--- config.mk ---
export PLATFORM = sky130hd
export DESIGN_NAME = req_pktz
export DESIGN_NICKNAME = d
export VERILOG_FILES = /design/src/rtl/pktz_pkg.sv /design/src/rtl/pktz_credit.sv /design/src/rtl/pktz_hdr.sv /design/src/rtl/pktz_fsm.sv /design/src/rtl/pktz_flit.sv /design/src/rtl/req_pktz.sv
export SDC_FILE = /design/constraint.sdc
export NUM_CORES = 1
export LEC_CHECK = 0
export ABC_AREA = 1
export ABC_CLOCK_PERIOD_IN_PS = 2290
export BUFFER_PORTS_ARGS = -buffer_cell sky130_fd_sc_hd__buf_2
export CAP_MARGIN = 5
export CORE_ASPECT_RATIO = 2
export CORE_UTILIZATION = 50
export CTS_CLUSTER_SIZE = 16
export DETAILED_ROUTE_END_ITERATION = 12
export PLACE_DENSITY_LB_ADDON = 0.2
export SYNTH_ARGS = -nofsm -noshare
export SYNTH_HDL_FRONTEND = slang
export SYNTH_SLANG_ARGS = --single-unit
export TNS_END_PERCENT = 1
--- constraint.sdc ---
create_clock -name clk -period 2.29 [get_ports clk]
set_clock_uncertainty 0.05 [all_clocks]
set_input_delay 0.5725 -clock clk [delete_from_list [all_inputs] [get_ports clk]]
set_output_delay 0.5725 -clock clk [all_outputs]
set_load 0.05 [all_outputs]
--- src/rtl/pktz_pkg.sv ---
`timescale 1ns/1ps
package pktz_pkg;
    localparam int PAYLOAD_W = 32;
    localparam int FRAME_W   = 4;
    localparam int FLIT_W    = PAYLOAD_W + FRAME_W;
    localparam int BOP_POS   = PAYLOAD_W;
    localparam int EOP_POS   = PAYLOAD_W + 1;

    typedef enum logic [1:0] {
        ST_IDLE = 2'd0,
        ST_HDR  = 2'd1,
        ST_ADDR = 2'd2,
        ST_DATA = 2'd3
    } pk_state_e;
endpackage

--- src/rtl/pktz_credit.sv ---
`timescale 1ns/1ps
module pktz_credit #(
    parameter int DEPTH = 4
) (
    input  logic clk,
    input  logic rst_n,
    input  logic send,
    input  logic credit_in,
    output logic can_send
);
    localparam int CW = $clog2(DEPTH + 1);
    localparam logic [CW-1:0] FULL = CW'(DEPTH);

    logic [CW-1:0] cnt;

    always_ff @(posedge clk) begin
        if (!rst_n) begin
            cnt <= FULL;
        end else begin
            unique case ({send, credit_in})
                2'b10:   cnt <= cnt - 1'b1;
                2'b01:   cnt <= cnt + 1'b1;
                default: cnt <= cnt;
            endcase
        end
    end

    assign can_send = (cnt != '0);


    no_underflow_chk: assert property (@(posedge clk) disable iff (!rst_n)
        send |-> (cnt != '0));


    no_overflow_chk: assert property (@(posedge clk) disable iff (!rst_n)
        (credit_in && !send) |-> (cnt < FULL));
endmodule

--- src/rtl/pktz_hdr.sv ---
`timescale 1ns/1ps
module pktz_hdr #(
    parameter int          ADDR_W = 32,
    parameter int          DEST_W = 8,
    parameter int          TAG_W  = 8,
    parameter int          SRC_W  = 8,
    parameter logic [7:0]  SRC_ID = 8'h00
) (
    input  logic [ADDR_W-1:0]              addr,
    input  logic [TAG_W-1:0]               tag,
    input  logic                           wr,
    output logic [pktz_pkg::PAYLOAD_W-1:0] hdr
);
    localparam int CMD_POS = DEST_W + TAG_W;
    localparam int PAD_W   = pktz_pkg::PAYLOAD_W - SRC_W - CMD_POS - 1;

    always_comb begin
        hdr = '0;
        hdr[DEST_W-1:0]                        = addr[ADDR_W-1 -: DEST_W];
        hdr[DEST_W +: TAG_W]                   = tag;
        hdr[CMD_POS]                           = wr;
        hdr[pktz_pkg::PAYLOAD_W-1 -: SRC_W]    = SRC_ID[SRC_W-1:0];
    end

    generate
        if (PAD_W < 0) begin : g_bad_layout
            initial $error("header fields exceed payload width");
        end
    endgenerate
endmodule

--- src/rtl/pktz_fsm.sv ---
`timescale 1ns/1ps
module pktz_fsm
    import pktz_pkg::*;
(
    input  logic      clk,
    input  logic      rst_n,
    input  logic      req_valid,
    input  logic      wr_q,
    input  logic      can_send,
    output logic      req_ready,
    output logic      capture,
    output logic      send,
    output logic      bop,
    output logic      eop,
    output pk_state_e state
);
    pk_state_e nxt;

    always_ff @(posedge clk) begin
        if (!rst_n) state <= ST_IDLE;
        else        state <= nxt;
    end

    always_comb begin
        nxt       = state;
        req_ready = 1'b0;
        capture   = 1'b0;
        send      = 1'b0;
        bop       = 1'b0;
        eop       = 1'b0;
        unique case (state)
            ST_IDLE: begin
                req_ready = 1'b1;
                if (req_valid) begin
                    capture = 1'b1;
                    nxt     = ST_HDR;
                end
            end
            ST_HDR: begin
                send = can_send;
                bop  = 1'b1;
                if (can_send) nxt = ST_ADDR;
            end
            ST_ADDR: begin
                send = can_send;
                eop  = !wr_q;
                if (can_send) nxt = wr_q ? ST_DATA : ST_IDLE;
            end
            ST_DATA: begin
                send = can_send;
                eop  = 1'b1;
                if (can_send) nxt = ST_IDLE;
            end
            default: nxt = ST_IDLE;
        endcase
    end


    ready_busy_chk: assert property (@(posedge clk) disable iff (!rst_n)
        send |-> !req_ready);


    eop_release_chk: assert property (@(posedge clk) disable iff (!rst_n)
        (send && eop) |=> req_ready);


    hdr_then_addr_chk: assert property (@(posedge clk) disable iff (!rst_n)
        (send && bop) |=> (state == ST_ADDR));
endmodule

--- src/rtl/pktz_flit.sv ---
`timescale 1ns/1ps
module pktz_flit
    import pktz_pkg::*;
#(
    parameter int ADDR_W = 32,
    parameter int DATA_W = 32
) (
    input  pk_state_e              state,
    input  logic [PAYLOAD_W-1:0]   hdr,
    input  logic [ADDR_W-1:0]      addr,
    input  logic [DATA_W-1:0]      wdata,
    input  logic                   bop,
    input  logic                   eop,
    output logic [FLIT_W-1:0]      flit
);
    logic [PAYLOAD_W-1:0] pay;

    always_comb begin
        pay = '0;
        unique case (state)
            ST_HDR:  pay = hdr;
            ST_ADDR: pay = PAYLOAD_W'(addr);
            ST_DATA: pay = PAYLOAD_W'(wdata);
            default: pay = '0;
        endcase
    end

    genvar gi;
    generate
        for (gi = 0; gi < FRAME_W; gi++) begin : g_frame
            if (gi == 0) begin : g_b
                assign flit[PAYLOAD_W + gi] = bop;
            end else if (gi == 1) begin : g_e
                assign flit[PAYLOAD_W + gi] = eop;
            end else begin : g_z
                assign flit[PAYLOAD_W + gi] = 1'b0;
            end
        end
    endgenerate

    assign flit[PAYLOAD_W-1:0] = pay;
endmodule

--- src/rtl/req_pktz.sv ---
`timescale 1ns/1ps
module req_pktz
    import pktz_pkg::*;
#(
    parameter int         ADDR_W  = 32,
    parameter int         DATA_W  = 32,
    parameter int         TAG_W   = 8,
    parameter int         DEST_W  = 8,
    parameter int         CREDITS = 4,
    parameter logic [7:0] SRC_ID  = 8'h5A
) (
    input  logic              clk,
    input  logic              rst_n,
    input  logic              req_valid,
    output logic              req_ready,
    input  logic [ADDR_W-1:0] req_addr,
    input  logic [DATA_W-1:0] req_wdata,
    input  logic              req_write,
    input  logic [TAG_W-1:0]  req_tag,
    output logic              flit_valid,
    output logic [FLIT_W-1:0] flit_data,
    input  logic              credit_in
);
    logic [ADDR_W-1:0]    addr_q;
    logic [DATA_W-1:0]    wdata_q;
    logic [TAG_W-1:0]     tag_q;
    logic                 wr_q;
    logic                 capture, send, bop, eop, can_send;
    pk_state_e            state;
    logic [PAYLOAD_W-1:0] hdr;

    always_ff @(posedge clk) begin
        if (!rst_n) begin
            addr_q  <= '0;
            wdata_q <= '0;
            tag_q   <= '0;
            wr_q    <= 1'b0;
        end else if (capture) begin
            addr_q  <= req_addr;
            wdata_q <= req_wdata;
            tag_q   <= req_tag;
            wr_q    <= req_write;
        end
    end

    pktz_fsm u_fsm (
        .clk       (clk),
        .rst_n     (rst_n),
        .req_valid (req_valid),
        .wr_q      (wr_q),
        .can_send  (can_send),
        .req_ready (req_ready),
        .capture   (capture),
        .send      (send),
        .bop       (bop),
        .eop       (eop),
        .state     (state)
    );

    pktz_credit #(.DEPTH(CREDITS)) u_credit (
        .clk       (clk),
        .rst_n     (rst_n),
        .send      (send),
        .credit_in (credit_in),
        .can_send  (can_send)
    );

    pktz_hdr #(
        .ADDR_W (ADDR_W),
        .DEST_W (DEST_W),
        .TAG_W  (TAG_W),
        .SRC_W  (8),
        .SRC_ID (SRC_ID)
    ) u_hdr (
        .addr (addr_q),
        .tag  (tag_q),
        .wr   (wr_q),
        .hdr  (hdr)
    );

    pktz_flit #(.ADDR_W(ADDR_W), .DATA_W(DATA_W)) u_flit (
        .state (state),
        .hdr   (hdr),
        .addr  (addr_q),
        .wdata (wdata_q),
        .bop   (bop),
        .eop   (eop),
        .flit  (flit_data)
    );

    assign flit_valid = send;


    frame_excl_chk: assert property (@(posedge clk) disable iff (!rst_n)
        flit_valid |-> $onehot0(flit_data[EOP_POS:BOP_POS]));


    read_eop_chk: assert property (@(posedge clk) disable iff (!rst_n)
        (flit_valid && state == ST_ADDR && !wr_q) |-> flit_data[EOP_POS]);


    hdr_cmd_chk: assert property (@(posedge clk) disable iff (!rst_n)
        (flit_valid && flit_data[BOP_POS]) |-> (flit_data[DEST_W+TAG_W] == wr_q));
endmodule

==> results of run 1 <==
-- cells in the mapped netlist --
master	instances
o21ai_1	28
nor2_1	136
or2_2	1
dfxtp_1	78
o21ai_0	56
nand3_1	66
nor2_4	1
buf_6	14
xor2_1	1
nand2_1	31
buf_4	6
fa_1	1
a21oi_1	11
nand4_1	1
o22ai_1	1
buf_1	2
conb_1	1
inv_2	2
nand2_2	1
buf_2	8
inv_1	16
clkbuf_1	11
o211ai_1	6
ha_1	1
-- worst min path at each step --
| stage | from | to | slack (ps) | depth (start not counted) |
|---|---|---|---|---|
| floorplan | u_credit.cnt[2]$_SDFFE_PN1P_ | u_credit.cnt[2]$_SDFFE_PN1P_ | 380 | 2 |
| finish | addr_q[20]$_SDFFE_PN0P_ | addr_q[20]$_SDFFE_PN0P_ | 410 | 2 |
| CTS | addr_q[20]$_SDFFE_PN0P_ | addr_q[20]$_SDFFE_PN0P_ | 410 | 2 |
| detailed placement | u_credit.cnt[2]$_SDFFE_PN1P_ | u_credit.cnt[2]$_SDFFE_PN1P_ | 400 | 2 |
| global route | addr_q[20]$_SDFFE_PN0P_ | addr_q[20]$_SDFFE_PN0P_ | 440 | 2 |
| global placement | wdata_q[20]$_SDFFE_PN0P_ | wdata_q[20]$_SDFFE_PN0P_ | 390 | 2 |
-- critical path: stages, from the launching register on --
cell	delay, ps
dfxtp_2	410
inv_4	90
nor2_1	120
inv_1	110
o211ai_1	190
buf_2	290
-- registers in the layout (all words and copies together), names as in the netlist --
register      count
u_credit.cnt      3
u_fsm.state       2
addr_q           32
wr_q              1
tag_q             8
wdata_q          32
-- layer usage --
layer / global-route usage, % / vias up / share of wire, %
li1: - / 1755 / -
met5: 0 / - / 0
met1: 29.4 / 1556 / 39
met2: 45.6 / 101 / 53
met3: 5.39 / 20 / 4.4
met4: 13.5 / 0 / 3.4
-- stage by stage --
stage / cell area [um2] / setup TNS [ps] / instances / power, uW / setup slack, ps
6_report: 4290 / 0 / 665 / 6130 / 108
5_1_grt: 4290 / 0 / 665 / 6540 / 16.2
4_1_cts: 4260 / 0 / 665 / 6110 / 34.2
3_5_place_dp: 3960 / 0 / 651 / 4750 / 198
3_3_place_gp: 3960 / 0 / 651 / 4690 / 282
2_1_floorplan: 3480 / -826 / 481 / 4270 / -165
-- layout make-up --
type,count,area [um2]
clock buffers,13,270
clock inverters,1,5.00
fillers,656,2380
inverters,18,70.1
multi-input cells,344,1560
flip-flops and latches,78,1570
well taps,88,110
repair buffers,123,707
-- where the power goes --
| part | switching [uW] | internal [uW] | leakage (uW) |
|---|---|---|---|
| clock network | 510 | 808 | 0.000138 |
| logic | 1930 | 797 | 0.00121 |
| registers | 288 | 1790 | 0.000647 |
-- timing repair --
item                       4_1_cts  5_1_grt
cloned                           0        0
setup endpoints to repair       20       15
resized for setup               11       14
-- kinds of logic (layout without fill, tap and decap cells) --
family                     Yosys count  count (layout)  share of synthesized area [%]
AOI/OAI and AO/OA                  102             102                           15.1
xor gates and xnor gates             1               1                          0.252
adders and majority gates            2               2                          0.935
buffers and inverters               59             155                           10.3
DFF                                 78              78                           44.9
other                                1               2                          0.108
and+or+nand+nor                    237             237                           28.4
-- cell usage in the layout (no fill, tap or decap), types with 6 or more instances in the layout --
cell         n
a21oi_1     11
buf_2       93
buf_4       19
clkbuf_16    9
clkbuf_4     9
dfxtp_1     76
inv_1       16
nand2_1     31
nand3_1     66
nor2_1     136
o211ai_1     6
o21ai_0     55
o21ai_1     29
==> impl_metrics.csv, run 1 <==
group,metric,value,unit
power_and_ir_drop,p_leak,0.00200,uW
setup_path,crit_path_end_kind,"output pin",
detailed_routing,drcViolationCount,0,
yosys,synth_cell_type_count,24,
yosys,netlist_area,0.00348,mm2
setup_path,critPathLaunchType,"flop",
finish,utilization,64.3,%
yosys,synth_largest_area_cell,"dfxtp_1",
clock_tree,cts_max_path_buffers,2,
clock_tree,cts_tree,"done",
clock_tree,cts_sinks,78,
detailed_routing,ant_nets,0,
clock_tree,cts_buffers,9,
yosys,yosysSeqAreaShare,44.9,%
detailed_routing,via_per_inst,5.16,
timing,maxSlewViolCount,0,
place,dpl.hpwl,6420,um
floorplanning,core_area,0.00667,mm2
worst_hold_path,hp-class,"reg2reg",
setup_path,endpoint,"flit_data[4]",
timing,tightest_slew,1080,ps
grt,antenna_found_initial,0,
yosys,synth_area_leaders,"dfxtp_1, nor2_1, nand3_1",
setup_path,worstPathMaxFanout,14,
setup_path,r2r_setup_slack,210,ps
floorplanning,io_pins,115,
floorplanning,fp-row-count,42,
clock_tree,clk_latency,330,ps
timing,finalSetupViolations,0,
grt,grt_max_degree,83,
timing,max_freq,0.458,GHz
detailed_routing,routed_wl,9000,um
finish,antenna_cells,0,
floorplanning,die_w,61.0,um
floorplanning,start_util,52.1,%
yosys,yosysWarningCount,0,
timing,maxSlewHeadroom,28.0,%
run_status,outcome,"finished, final reports clean",
floorplanning,die_h,120,um
timing,hold_ws,408,ps
detailed_routing,wl_per_cell,13.5,um
yosys,avgSynthCellArea,7.25,um2
clock_tree,hold_buffers,0,
finish,drive_gt1_share,24.8,%
timing,fin_crit,2180,ps
power_and_ir_drop,power_density,1430,mW/mm2
grt,grt_util_all_layers,26.5,%
clock_tree,htree_num_levels,3,
detailed_routing,drtIter0Drc,197,
setup_path,r2r_cells,9,
timing,rsz0062_at_grt,"false",
grt,overflow,0,
setup_path,cp_data_required_time,1670,ps
job,maxCapViolations,0,
place,io_buffers,112,
yosys,yosysTopAreaCellShare,44.9,%
setup_path,path_class,"reg2out",
setup_path,critPathLaunch,"u_fsm.state[0]$_SDFFE_PN0P_",
finish,syn2layout_area_growth,23.3,%
floorplanning,die_area,0.00732,mm2
setup_path,timing.rr.start,"u_fsm.state[1]$_SDFFE_PN0P_",
clock_tree,clk_pin_slew_worst_paths,60,ps
timing,min_period_over_period,95.3,%
yosys,synth-seq-cells,78,
setup_path,cp.arrival,1560,ps
yosys,synthCells,480,
detailed_routing,firstDrtPassIters,4,
place,gp_congestion,0.820,
finish,layout.nets,653,
detailed_routing,via_count,3432,
clock_tree,cts_setup_buffers,0,
grt,grt_pass1_wl,14300,um
grt,grt_pass1_vias,3233,
power_and_ir_drop,vdd_ir_drop_max,1530,uV
clock_tree,clock-root-buffer,"clkbuf_16",
setup_path,r2r-end,"u_credit.cnt[2]$_SDFFE_PN1P_",
timing,hold_viol,0,
Power figures use the tool's default switching activity.
==> run 2, diff against run 1 <==
- SETUP_SLACK_MARGIN: unset -> 0.15
==> impl_metrics.csv, run 2 (synthesized netlist as in run 1, its figures left out) <==
group,metric,value,unit
run_status,outcome,"finished, final reports clean",
timing,fin_crit,2150,ps
detailed_routing,drcViolationCount,0,
timing,finalSetupViolations,0,
place,io_buffers,112,
finish,layout.nets,655,
worst_hold_path,worstHoldStart,"addr_q[20]$_SDFFE_PN0P_",
grt,grt_util_all_layers,26.4,%
worst_hold_path,hold_path_depth,2,
timing,rsz0062_at_grt,"true",
timing,tightest_slew,1070,ps
setup_path,r2r-end,"u_credit.cnt[2]$_SDFFE_PN1P_",
floorplanning,die_h,120,um
timing,hold_viol,0,
detailed_routing,via_per_inst,5.19,
floorplanning,die_w,61.0,um
setup_path,worstPathMaxFanout,13,
clock_tree,cts_tree,"done",
clock_tree,cts_max_path_buffers,2,
grt,antenna_found_initial,0,
finish,drive_gt1_share,25.7,%
power_and_ir_drop,power_density,1430,mW/mm2
timing,hold_ws,410,ps
timing,min_period_over_period,94.1,%
place,post_dp_cell_area,0.00396,mm2
finish,design_area,0.00434,mm2
grt,overflow,0,
clock_tree,hold_buffers,0,
setup_path,cp.arrival,1530,ps
timing,maxSlewViolCount,0,
clock_tree,clock-root-buffer,"clkbuf_16",
setup_path,timing.rr.start,"u_fsm.state[1]$_SDFFE_PN0P_",
worst_hold_path,worstHoldEndpoint,"addr_q[20]$_SDFFE_PN0P_",
floorplanning,fp-row-count,42,
place,gp_congestion,0.820,
detailed_routing,firstDrtPassIters,5,
clock_tree,htree_num_levels,3,
clock_tree,cts_buffers,9,
detailed_routing,via_count,3463,
setup_path,r2r_cells,9,
floorplanning,die_area,0.00732,mm2
power_and_ir_drop,vdd_ir_drop_max,1520,uV
place,dpl.hpwl,6420,um
worst_hold_path,hp-class,"reg2reg",
setup_path,path_class,"reg2out",
finish,syn2layout_area_growth,24.6,%
timing,max_freq,0.464,GHz
place,dpl_worst_slack,198,ps
timing,worst_slack,136,ps
detailed_routing,highest_layer,"met4",
finish,final_cell_mix,"nor2_1, buf_2, dfxtp_1, nand3_1, o21ai_0",
floorplanning,io_pins,115,
finish,final_common_cell,"nor2_1",
grt,grt_pass1_vias,3237,
detailed_routing,wl_per_cell,13.7,um
detailed_routing,wl_met3,448,um
setup_path,r2r_setup_slack,270,ps
clock_tree,clk_latency,330,ps
finish,reg.largest.list,"addr_q x32, wdata_q x32, tag_q x8",
setup_path,critPathLaunchType,"flop",
floorplanning,start_util,52.1,%
clock_tree,clk_pin_slew_worst_paths,50,ps
grt,grt_max_degree,83,
setup_path,cp_data_required_time,1670,ps
clock_tree,cts_sinks,78,
detailed_routing,ant_nets,0,
power_and_ir_drop,p_leak,0.00202,uW
detailed_routing,wl_met1,3440,um
grt,grt_pass1_wl,14300,um
detailed_routing,routed-wl-met2,4950,um
floorplanning,core_area,0.00667,mm2
detailed_routing,drtIter0Drc,195,
timing,maxSlewHeadroom,28.7,%
finish,antenna_cells,0,
setup_path,crit_path_end_kind,"output pin",
job,maxCapViolations,0,
detailed_routing,routed_wl,9130,um
-- run 2: area by class of cell --
cell class,instances,area [um2]
multi-input combinational,344,1570
tap,88,110
clock inverter,1,5.00
fill,654,2340
timing repair buffer,125,741
sequential,78,1570
clock buffer,13,270
inverter,18,70.1
-- run 2: worst max path at each step --
stage | from | end | slack, ps | cells past startpoint
after global placement | u_fsm.state[1]$_SDFFE_PN0P_ | flit_data[16] | 280 | 4
after floorplan | u_fsm.state[1]$_SDFFE_PN0P_ | flit_data[24] | -170 | 3
after CTS | u_fsm.state[0]$_SDFFE_PN0P_ | flit_data[25] | 80 | 5
after global routing | u_fsm.state[1]$_SDFFE_PN0P_ | flit_data[33] | 30 | 3
after detailed placement | u_fsm.state[1]$_SDFFE_PN0P_ | u_credit.cnt[2]$_SDFFE_PN1P_ | 200 | 9
final | u_fsm.state[1]$_SDFFE_PN0P_ | flit_data[33] | 140 | 3
-- run 2: critical path, cell delays in order (launching register included) --
cell and delay [ps]:
dfxtp_4 450, inv_1 120, o21ai_0 310, clkbuf_4 320
-- run 2: per-layer routing --
metal  vias up  global-route usage, %
met2       115                   45.9
met4         0                   13.4
li1       1757                      -
met3        19                   5.39
met1      1572                   28.9
met5         -                      0
-- run 2: power by group --
group	leakage (uW)	switching (uW)	internal, uW	total (uW)
logic	0.00123	1970	855	2830
clock network	0.000138	505	808	1310
registers	0.000648	279	1790	2070
-- run 2: through the flow --
step | cells | total power, uW | setup TNS, ps | util (%)
after detailed placement | 651 | 4750 | 0 | 59.3
after global placement | 651 | 4690 | 0 | 59.3
after floorplan | 481 | 4270 | -826 | -
final | 667 | 6210 | 0 | 65.0
after global routing | 667 | 6630 | 0 | 65.0
after CTS | 665 | 6150 | 0 | 64.2
-- run 2: what timing repair did --
| action | CTS | global route |
|---|---|---|
| endpoints found under the setup margin | 34 | 35 |
| pin swaps | 1 | 1 |
| buffers inserted | 0 | 2 |
| resized for setup | 22 | 16 |
